--- src/rtl/angle_fold_pkg.sv ---
package angle_fold_pkg;
  localparam int unsigned ANG_W_DEF  = 18;
  localparam int unsigned PH_W_DEF   = 18;
  localparam int unsigned FRAC_W_DEF = 16;

  typedef enum logic [1:0] {
    QUAD_0 = 2'd0,
    QUAD_1 = 2'd1,
    QUAD_2 = 2'd2,
    QUAD_3 = 2'd3
  } quad_e;
endpackage

--- src/rtl/apf_rst_sync.sv ---
module apf_rst_sync (
  input  logic clk,
  input  logic arst_n,
  output logic rst_n_o
);
  logic [1:0] sync_q;

  always_ff @(posedge clk or negedge arst_n) begin
    if (!arst_n) sync_q <= 2'b00;
    else         sync_q <= {sync_q[0], 1'b1};
  end

  assign rst_n_o = sync_q[1];
endmodule

--- src/rtl/apf_phase_mul.sv ---
module apf_phase_mul #(
  parameter int unsigned ANG_W  = 18,
  parameter int unsigned PH_W   = 18,
  parameter int unsigned FRAC_W = 16
) (
  input  logic             clk,
  input  logic             rst_n,
  input  logic             en,
  input  logic [ANG_W-1:0] angle_i,
  output logic [PH_W-1:0]  phase_o
);
  localparam int unsigned PW = PH_W + FRAC_W;
  // reciprocal of 360 rounded up, so the product never falls short
  localparam logic [PW-1:0] RECIP =
    PW'(((64'd1 << PW) + 64'd359) / 64'd360);

  logic [PH_W-1:0] phase_d;
  logic [PH_W-1:0] phase_q;

  always_comb begin
    phase_d = PH_W'((PW'(angle_i) * RECIP) >> FRAC_W);
  end

  always_ff @(posedge clk or negedge rst_n) begin
    if (!rst_n)  phase_q <= '0;
    else if (en) phase_q <= phase_d;
  end

  assign phase_o = phase_q;
endmodule

--- src/rtl/apf_fold.sv ---
module apf_fold
  import angle_fold_pkg::*;
#(
  parameter int unsigned PH_W = 18
) (
  input  logic                   clk,
  input  logic                   rst_n,
  input  logic                   en,
  input  logic [PH_W-1:0]        phase_i,
  output logic [PH_W-1:0]        phase_o,
  output logic signed [PH_W-1:0] fold_o
);
  localparam logic [PH_W-1:0] HALF = PH_W'(1) << (PH_W - 1);

  quad_e           quad;
  logic [PH_W-1:0] fold_d;
  logic [PH_W-1:0] fold_q;
  logic [PH_W-1:0] phase_q;

  always_comb begin
    quad = quad_e'(phase_i[PH_W-1 -: 2]);
    case (quad)
      QUAD_1, QUAD_2: fold_d = HALF - phase_i;
      default:        fold_d = phase_i;  // quadrant 3 wraps to phase - turn
    endcase
  end

  always_ff @(posedge clk or negedge rst_n) begin
    if (!rst_n) begin
      fold_q  <= '0;
      phase_q <= '0;
    end else if (en) begin
      fold_q  <= fold_d;
      phase_q <= phase_i;
    end
  end

  assign phase_o = phase_q;
  assign fold_o  = $signed(fold_q);
endmodule

--- src/rtl/angle_phase_fold.sv ---
module angle_phase_fold
  import angle_fold_pkg::*;
#(
  parameter int unsigned ANG_W  = ANG_W_DEF,
  parameter int unsigned PH_W   = PH_W_DEF,
  parameter int unsigned FRAC_W = FRAC_W_DEF
) (
  input  logic                   clk,
  input  logic                   arst_n,
  input  logic                   in_valid,
  output logic                   in_ready,
  input  logic [ANG_W-1:0]       in_angle,
  output logic                   out_valid,
  output logic [PH_W-1:0]        out_phase,
  output logic signed [PH_W-1:0] out_angle
);
  logic            rst_n;
  logic            rdy_q;
  logic            fire;
  logic            v1_q, v2_q;
  logic            v1_d, v2_d;
  logic [PH_W-1:0] ph1;

  apf_rst_sync u_rst (
    .clk     (clk),
    .arst_n  (arst_n),
    .rst_n_o (rst_n)
  );

  assign fire = in_valid & rdy_q;

  apf_phase_mul #(.ANG_W(ANG_W), .PH_W(PH_W), .FRAC_W(FRAC_W)) u_mul (
    .clk     (clk),
    .rst_n   (rst_n),
    .en      (fire),
    .angle_i (in_angle),
    .phase_o (ph1)
  );

  apf_fold #(.PH_W(PH_W)) u_fold (
    .clk     (clk),
    .rst_n   (rst_n),
    .en      (v1_q),
    .phase_i (ph1),
    .phase_o (out_phase),
    .fold_o  (out_angle)
  );

  always_comb begin
    v1_d = fire;
    v2_d = v1_q;
  end

  always_ff @(posedge clk or negedge rst_n) begin
    if (!rst_n) begin
      rdy_q <= 1'b0;
      v1_q  <= 1'b0;
      v2_q  <= 1'b0;
    end else begin
      rdy_q <= 1'b1;
      v1_q  <= v1_d;
      v2_q  <= v2_d;
    end
  end

  assign in_ready  = rdy_q;
  assign out_valid = v2_q;
endmodule

--- config.mk ---
export PLATFORM = sky130hd
export DESIGN_NAME = angle_phase_fold
export DESIGN_NICKNAME = d
export VERILOG_FILES = /design/src/rtl/angle_fold_pkg.sv /design/src/rtl/apf_rst_sync.sv /design/src/rtl/apf_phase_mul.sv /design/src/rtl/apf_fold.sv /design/src/rtl/angle_phase_fold.sv
export SDC_FILE = /design/constraint.sdc
export NUM_CORES = 1
export LEC_CHECK = 0
export BUFFER_PORTS_ARGS = -buffer_cell sky130_fd_sc_hd__clkbuf_2
export CAP_MARGIN = 30
export CORE_MARGIN = 2
export CORE_UTILIZATION = 61
export DETAILED_ROUTE_END_ITERATION = 10
export PLACE_DENSITY = 0.78
export SYNTH_ARGS = -nofsm -noshare
export SYNTH_HDL_FRONTEND = slang
export SYNTH_HIERARCHICAL = 1
export SYNTH_SLANG_ARGS = --single-unit
--- constraint.sdc ---
create_clock -name clk -period 3.8 [get_ports clk]
set_input_delay 0.38 -clock clk [delete_from_list [all_inputs] [get_ports clk]]
set_output_delay 0.38 -clock clk [all_outputs]
set_load 0.01 [all_outputs]
==> impl_metrics.toml, run 1 <==
[global_route]
grt_max_degree = 57
antenna_found_initial = 0
track_usage_pct = 35.9
overflow = 0
grt_pass1_vias = 7511
grt_pass1_wl_um = 38900

[finish]
fillers = 587
drive_gt1_share_pct = 42.3
final_nets = 1273
stdcell_count = 1208
post-route-util_pct = 87.4
fin_area_um2 = 11000
area_growth_pct = 39.8

[synthesis]
yosysSeqAreaShare_pct = 18.4
synth.most_common_cell = "inv_1"
ys_async_sr_fraction_pct = 100
synth_largest_area_cell = "fa_1"
ys_warn_count = 6
synth_ff_type = "dfrtp_1"
ys_seq_elements = 58
synthesis.nets = 1037
netlist-cell-type-count = 70
netlist_instances = 794
synthTopCellsByCount = "186 x inv_1, 123 x ha_1, 99 x fa_1, 58 x dfrtp_1, 43 x a21oi_1"
synth_area_leaders = "fa_1 25%, ha_1 20%, dfrtp_1 18%"
syn-cell-area_um2 = 7890
synth_edf_count = 0
syn_area_per_cell_um2 = 9.93
synth.top_cell.area_share_pct = 25.1

[placed_design]
dp.final_hpwl_um = 17900
place_ws_ns = -1.59
io_buffers = 58
dpl.cell_count = 1165
gp_congestion = 0.980
post_dp_cell_area_um2 = 9880

[route]
route.met2.wl_um = 12700
drc = 0
drtIter0Drc = 973
ant_nets = 0
vias = 7190
via_per_inst = 5.95
wl_met3_um = 2300
drtPass1Iterations = 8
wl_met1_um = 9540
drt_wl_total_um = 26000
wl_per_cell_um = 21.5
routed.top_layer = "met4"

[clocking]
cts_buffers = 9
root_buffer = "clkbuf_16"
cts_tree = "done"
clock_latency_ns = 0.33
cts.sinks = 58
htreeDepth = 3
clkTransAtPathRegs_ns = 0.05
cts_buffer_depth = 2

[sta]
drv_slew = 0
finalHoldViolCount = 0
period_share_pct = 131
finalSetupViolCount = 18
fin_crit_ns = 4.98
tightest_slew_ns = 0.760
fin_skew_ns = 0.00564
fmaxAchievable_mhz = 201
rsz0062_at_grt = "true"
setup_slack_ns = -1.18
slew_headroom_pct = 49.0

[run]
maxCapViolCount = 0

[status]
status = "complete, but fails checks"
violations = "negative setup slack"

[worst_setup_path]
crit_path_max_fanout = 5
cp-start-kind = "input pin"
crit_path_end_kind = "flip-flop"
critPathKind = "input pin to flip-flop"
worstPathRequired_ns = 4.00
cp.arrival_ns = 5.18

[die]
core_area_um2 = 12600
placement_rows = 41
die_w_um = 118
dieHeight_um = 118
start_util_pct = 62.5
io-pin-count = 59
die-area_um2 = 13900

[hold_path]
min_path_type = "flip-flop to flip-flop"
[registers in the layout (all words and copies together) (netlist names)]
name	count
u_rst/sync_q	2
u_fold/fold_o	18
out_valid	1
u_mul/phase_o	18
in_ready	1
u_fold/phase_o	17
v1_q	1
[per-layer routing]
layer	track usage, %	vias up
met5	0	-
met4	13.3	0
met3	7.41	154
met2	60.7	482
met1	45.7	3483
li1	-	3071
[cell families after synthesis]
logic type	count (synthesis)	synth area share, %
AO/OA/AOI/OAI	128	11.0
XOR/XNOR	27	3.09
adder cells (fa/ha/maj)	222	44.6
buffers and inverters	204	10.2
flip-flops	58	18.4
multiplexers	29	4.11
other	2	0.0952
AND/OR/NAND/NOR	124	8.46
[layout by cell type, fill, tap and decap left out, drive strengths merged, types with 3 or more instances in the layout]
cell type and n:
mux2i 5, and4 4, nand4 9, nand2 31, inv 187, a21oi 48, fa 99, xnor2 23
xor2 4, a21o 14, o21a 6, or3 3, buf 186, clkbuf 65, nand3 6, a211oi 4
nor2 34, a31oi 5, mux2 24, o21bai 4, dfrtp 58, o211ai 8, nor3 11, clkinv 5
ha 123, a221oi 3, and2 7, and3 9, o21ai 17, nor4 3, o311ai 3
[stage by stage]
| stage | TNS, ns | hold slack [ns] |
|---|---|---|
| finish | -16.37 | 0.355 |
| detailed placement | -21.86 | 0.167 |
| global placement | -20.75 | 0.166 |
| CTS | -14.08 | 0.358 |
| global route | -17.82 | 0.368 |
| floorplan | -13.15 | 0.0844 |
[final cells by class]
class                   count  area, um2  area share (%)
multi-input cells         532       6490            58.9
inverters                 188        723            6.56
well taps                 172        215            1.95
flip-flops and latches     58       1450            13.2
clock inverters             5       53.8           0.488
repair buffers            241       1840            16.7
diodes                      1       2.50          0.0227
clock buffers              11        243            2.20
[worst paths after layout]
| path | startpoint | to | slack, ns | cells after the start |
|---|---|---|---|---|
| min in group asynchronous | arst_n | u_rst/sync_q[1] | 0.37 | 2 |
| min | u_rst/sync_q[0] | u_rst/sync_q[1] | 0.36 | 0 |
| max in group asynchronous | u_rst/sync_q[1] | u_fold/phase_o[2] | 2.93 | 1 |
| max reg2reg | u_mul/phase_o[1] | u_fold/fold_o[16] | 1.85 | 6 |
| max | in_angle[16] | u_mul/phase_o[11] | -1.18 | 20 |
| min reg2reg | u_rst/sync_q[0] | u_rst/sync_q[1] | 0.36 | 0 |
[critical path: stages]
cell,delay [ns]
clkbuf_8,0.13
buf_6,0.13
ha_4,0.15
buf_4,0.14
fa_2,0.55
fa_1,0.44
fa_1,0.50
fa_1,0.54
inv_1,0.05
fa_1,0.53
inv_2,0.06
ha_4,0.25
a21oi_4,0.15
nand2_2,0.13
a211oi_4,0.39
buf_4,0.19
buf_4,0.11
a211oi_2,0.05
o21ai_2,0.20
o311ai_2,0.13
[what timing repair did]
action                     4_1_cts  5_1_grt
hold endpoints to repair         2        0
pin swaps                       73       44
hold buffers                     1        0
buffers inserted                17        7
gates resized for setup         87       55
setup endpoints to repair       18       18
Power of run 1 is left out: the tool's default activity adds up to more than one toggle a clock period on the data nets, which glitch-free logic cannot reach.
==> run 2, diff against run 1 <==
GPL_ROUTABILITY_DRIVEN = 0   (was default)
clock period = 5.8 ns   (was 3.8 ns; I/O delays follow)
==> run 2 against run 1 <==
The flow now finishes without violations. Utilization down 19 points. Via count down 19%. Final cell count down 15%. Worst setup slack better by 1.4 ns. Critical endpoint is now u_mul/phase_o[12]. Largest cell class unchanged. Highest routed layer unchanged.
==> impl_metrics.toml, run 2 (synthesis gave the netlist of run 1 again) <==
[worst_setup_path]
cpPeakStageDelay_ns = 0.54
worstPathRequired_ns = 6.00
critical_path.startpoint = "in_angle[12]"
crit_path_end_kind = "flip-flop"
crit_path_max_fanout = 5
cp_slowest_cell = "fa_1"
rr_startpoint = "in_ready"
cp-start-kind = "input pin"
worstPathCellList = "clkbuf_2 -> ha_1 -> fa_1 -> fa_1 -> inv_1 -> fa_1 -> inv_1 -> fa_1 -> inv_1 -> fa_1 -> inv_1 -> ha_1 -> and3_1 -> a221oi_1 -> o21ai_0 -> nor3_2 -> xnor2_1 -> mux2_2"
crit_path_frequent_cell = "fa_1"
critPathKind = "input pin to flip-flop"
cp.arrival_ns = 5.75

[sta]
finalSetupViolCount = 0
setup_slack_ns = 0.255
slew_headroom_pct = 29.5
fin_skew_ns = 0.00713
fmaxAchievable_mhz = 180
tightest_slew_ns = 1.05
finalHoldViolCount = 0
drv_slew = 0
period_share_pct = 95.6
fin_crit_ns = 5.55
rsz0062_at_grt = "false"

[placed_design]
post_dp_cell_area_um2 = 8350
dp.final_hpwl_um = 15500
dpl.cell_count = 1015
io_buffers = 58
place_ws_ns = -0.0694

[finish]
area_growth_pct = 9.82
fin_area_um2 = 8660
diodes = 0
layout_commonest_cell = "inv_1"
seq_area_um2 = 1450
stdcell_count = 1031
drive_gt1_share_pct = 14.9
final_nets = 1097
final_cell_mix = "186 x inv_1, 123 x ha_1, 99 x fa_1, 58 x clkbuf_2, 57 x dfrtp_1"
post-route-util_pct = 68.6
multi_input_area_um2 = 5630
fillers = 987

[clocking]
htreeDepth = 3
cts_resized = 0
root_buffer = "clkbuf_16"
cts_hold_buf = 0
cts_buffers = 9
cts.sinks = 58
cts_setup_buffers = 0
cts_buffer_depth = 2
cts_tree = "done"
clkTransAtPathRegs_ns = 0.05
clock_latency_ns = 0.32

[route]
drtPass1Iterations = 5
ant_nets = 0
via_per_inst = 5.67
drtIter0Drc = 535
vias = 5847
drt_wl_total_um = 18200
drc = 0
wl_met3_um = 839
routed.top_layer = "met4"
wl_per_cell_um = 17.7
wl_met1_um = 7670
route.met2.wl_um = 9050

[hold_path]
min_path_type = "input pin to async pin"

[global_route]
grt_max_degree = 57
antenna_found_initial = 0
grt_pass1_wl_um = 31000
track_usage_pct = 28.1
grt_pass1_vias = 6269
overflow = 0

[die]
io-pin-count = 59
placement_rows = 41
dieHeight_um = 118
core_area_um2 = 12600
start_util_pct = 62.5
die_w_um = 118
die-area_um2 = 13900

[status]
status = "complete, no violations"

[run]
maxCapViolCount = 0
## run 2: critical path: cells and delay by family
kind | cells | cell delay, ns
muxes | 1 | 0.26
and+or+nand+nor | 2 | 0.60
xor gates and xnor gates | 1 | 0.10
adders and majority gates | 7 | 3.31
buffers and inverters | 5 | 0.37
AOI/OAI and AO/OA | 2 | 0.53
## run 2: final timing paths
path | slack [ns] | depth (start not counted) | to
worst max-delay path | 0.25 | 18 | u_mul/phase_o[12]
worst min-delay path | 0.04 | 1 | u_rst/sync_q[0]
worst max register to register | 3.53 | 4 | u_mul/phase_o[17]
worst min register to register | 0.35 | 0 | u_rst/sync_q[1]
max in group asynchronous | 4.95 | 1 | u_mul/phase_o[1]
min in group clk | 0.35 | 0 | u_rst/sync_q[1]
## run 2: cell type report
cell class                 count  share of cell area [%]
multi-input combinational    532                    65.0
sequential                    58                    16.8
inverter                     188                    8.15
timing repair buffer          65                    3.96
clock buffer                  12                    3.08
tap                          172                    2.48
clock inverter                 4                   0.563
## run 2: routing by layer
metal | global-route usage (%) | vias to the layer above
met5 | 0 | -
met4 | 10.8 | 0
met3 | 3.10 | 51
met2 | 50.0 | 219
met1 | 35.1 | 2851
li1 | - | 2726
## run 2: metrics by stage
step / hold slack, ns / setup TNS (ns)
finish: 0.0350 / 0
global route: 0.0251 / 0
CTS: 0.0279 / 0
detailed placement: 0.348 / -0.0694
global placement: 0.337 / 0
floorplan: 0.284 / 0
Power of run 2 is left out for the same reason.
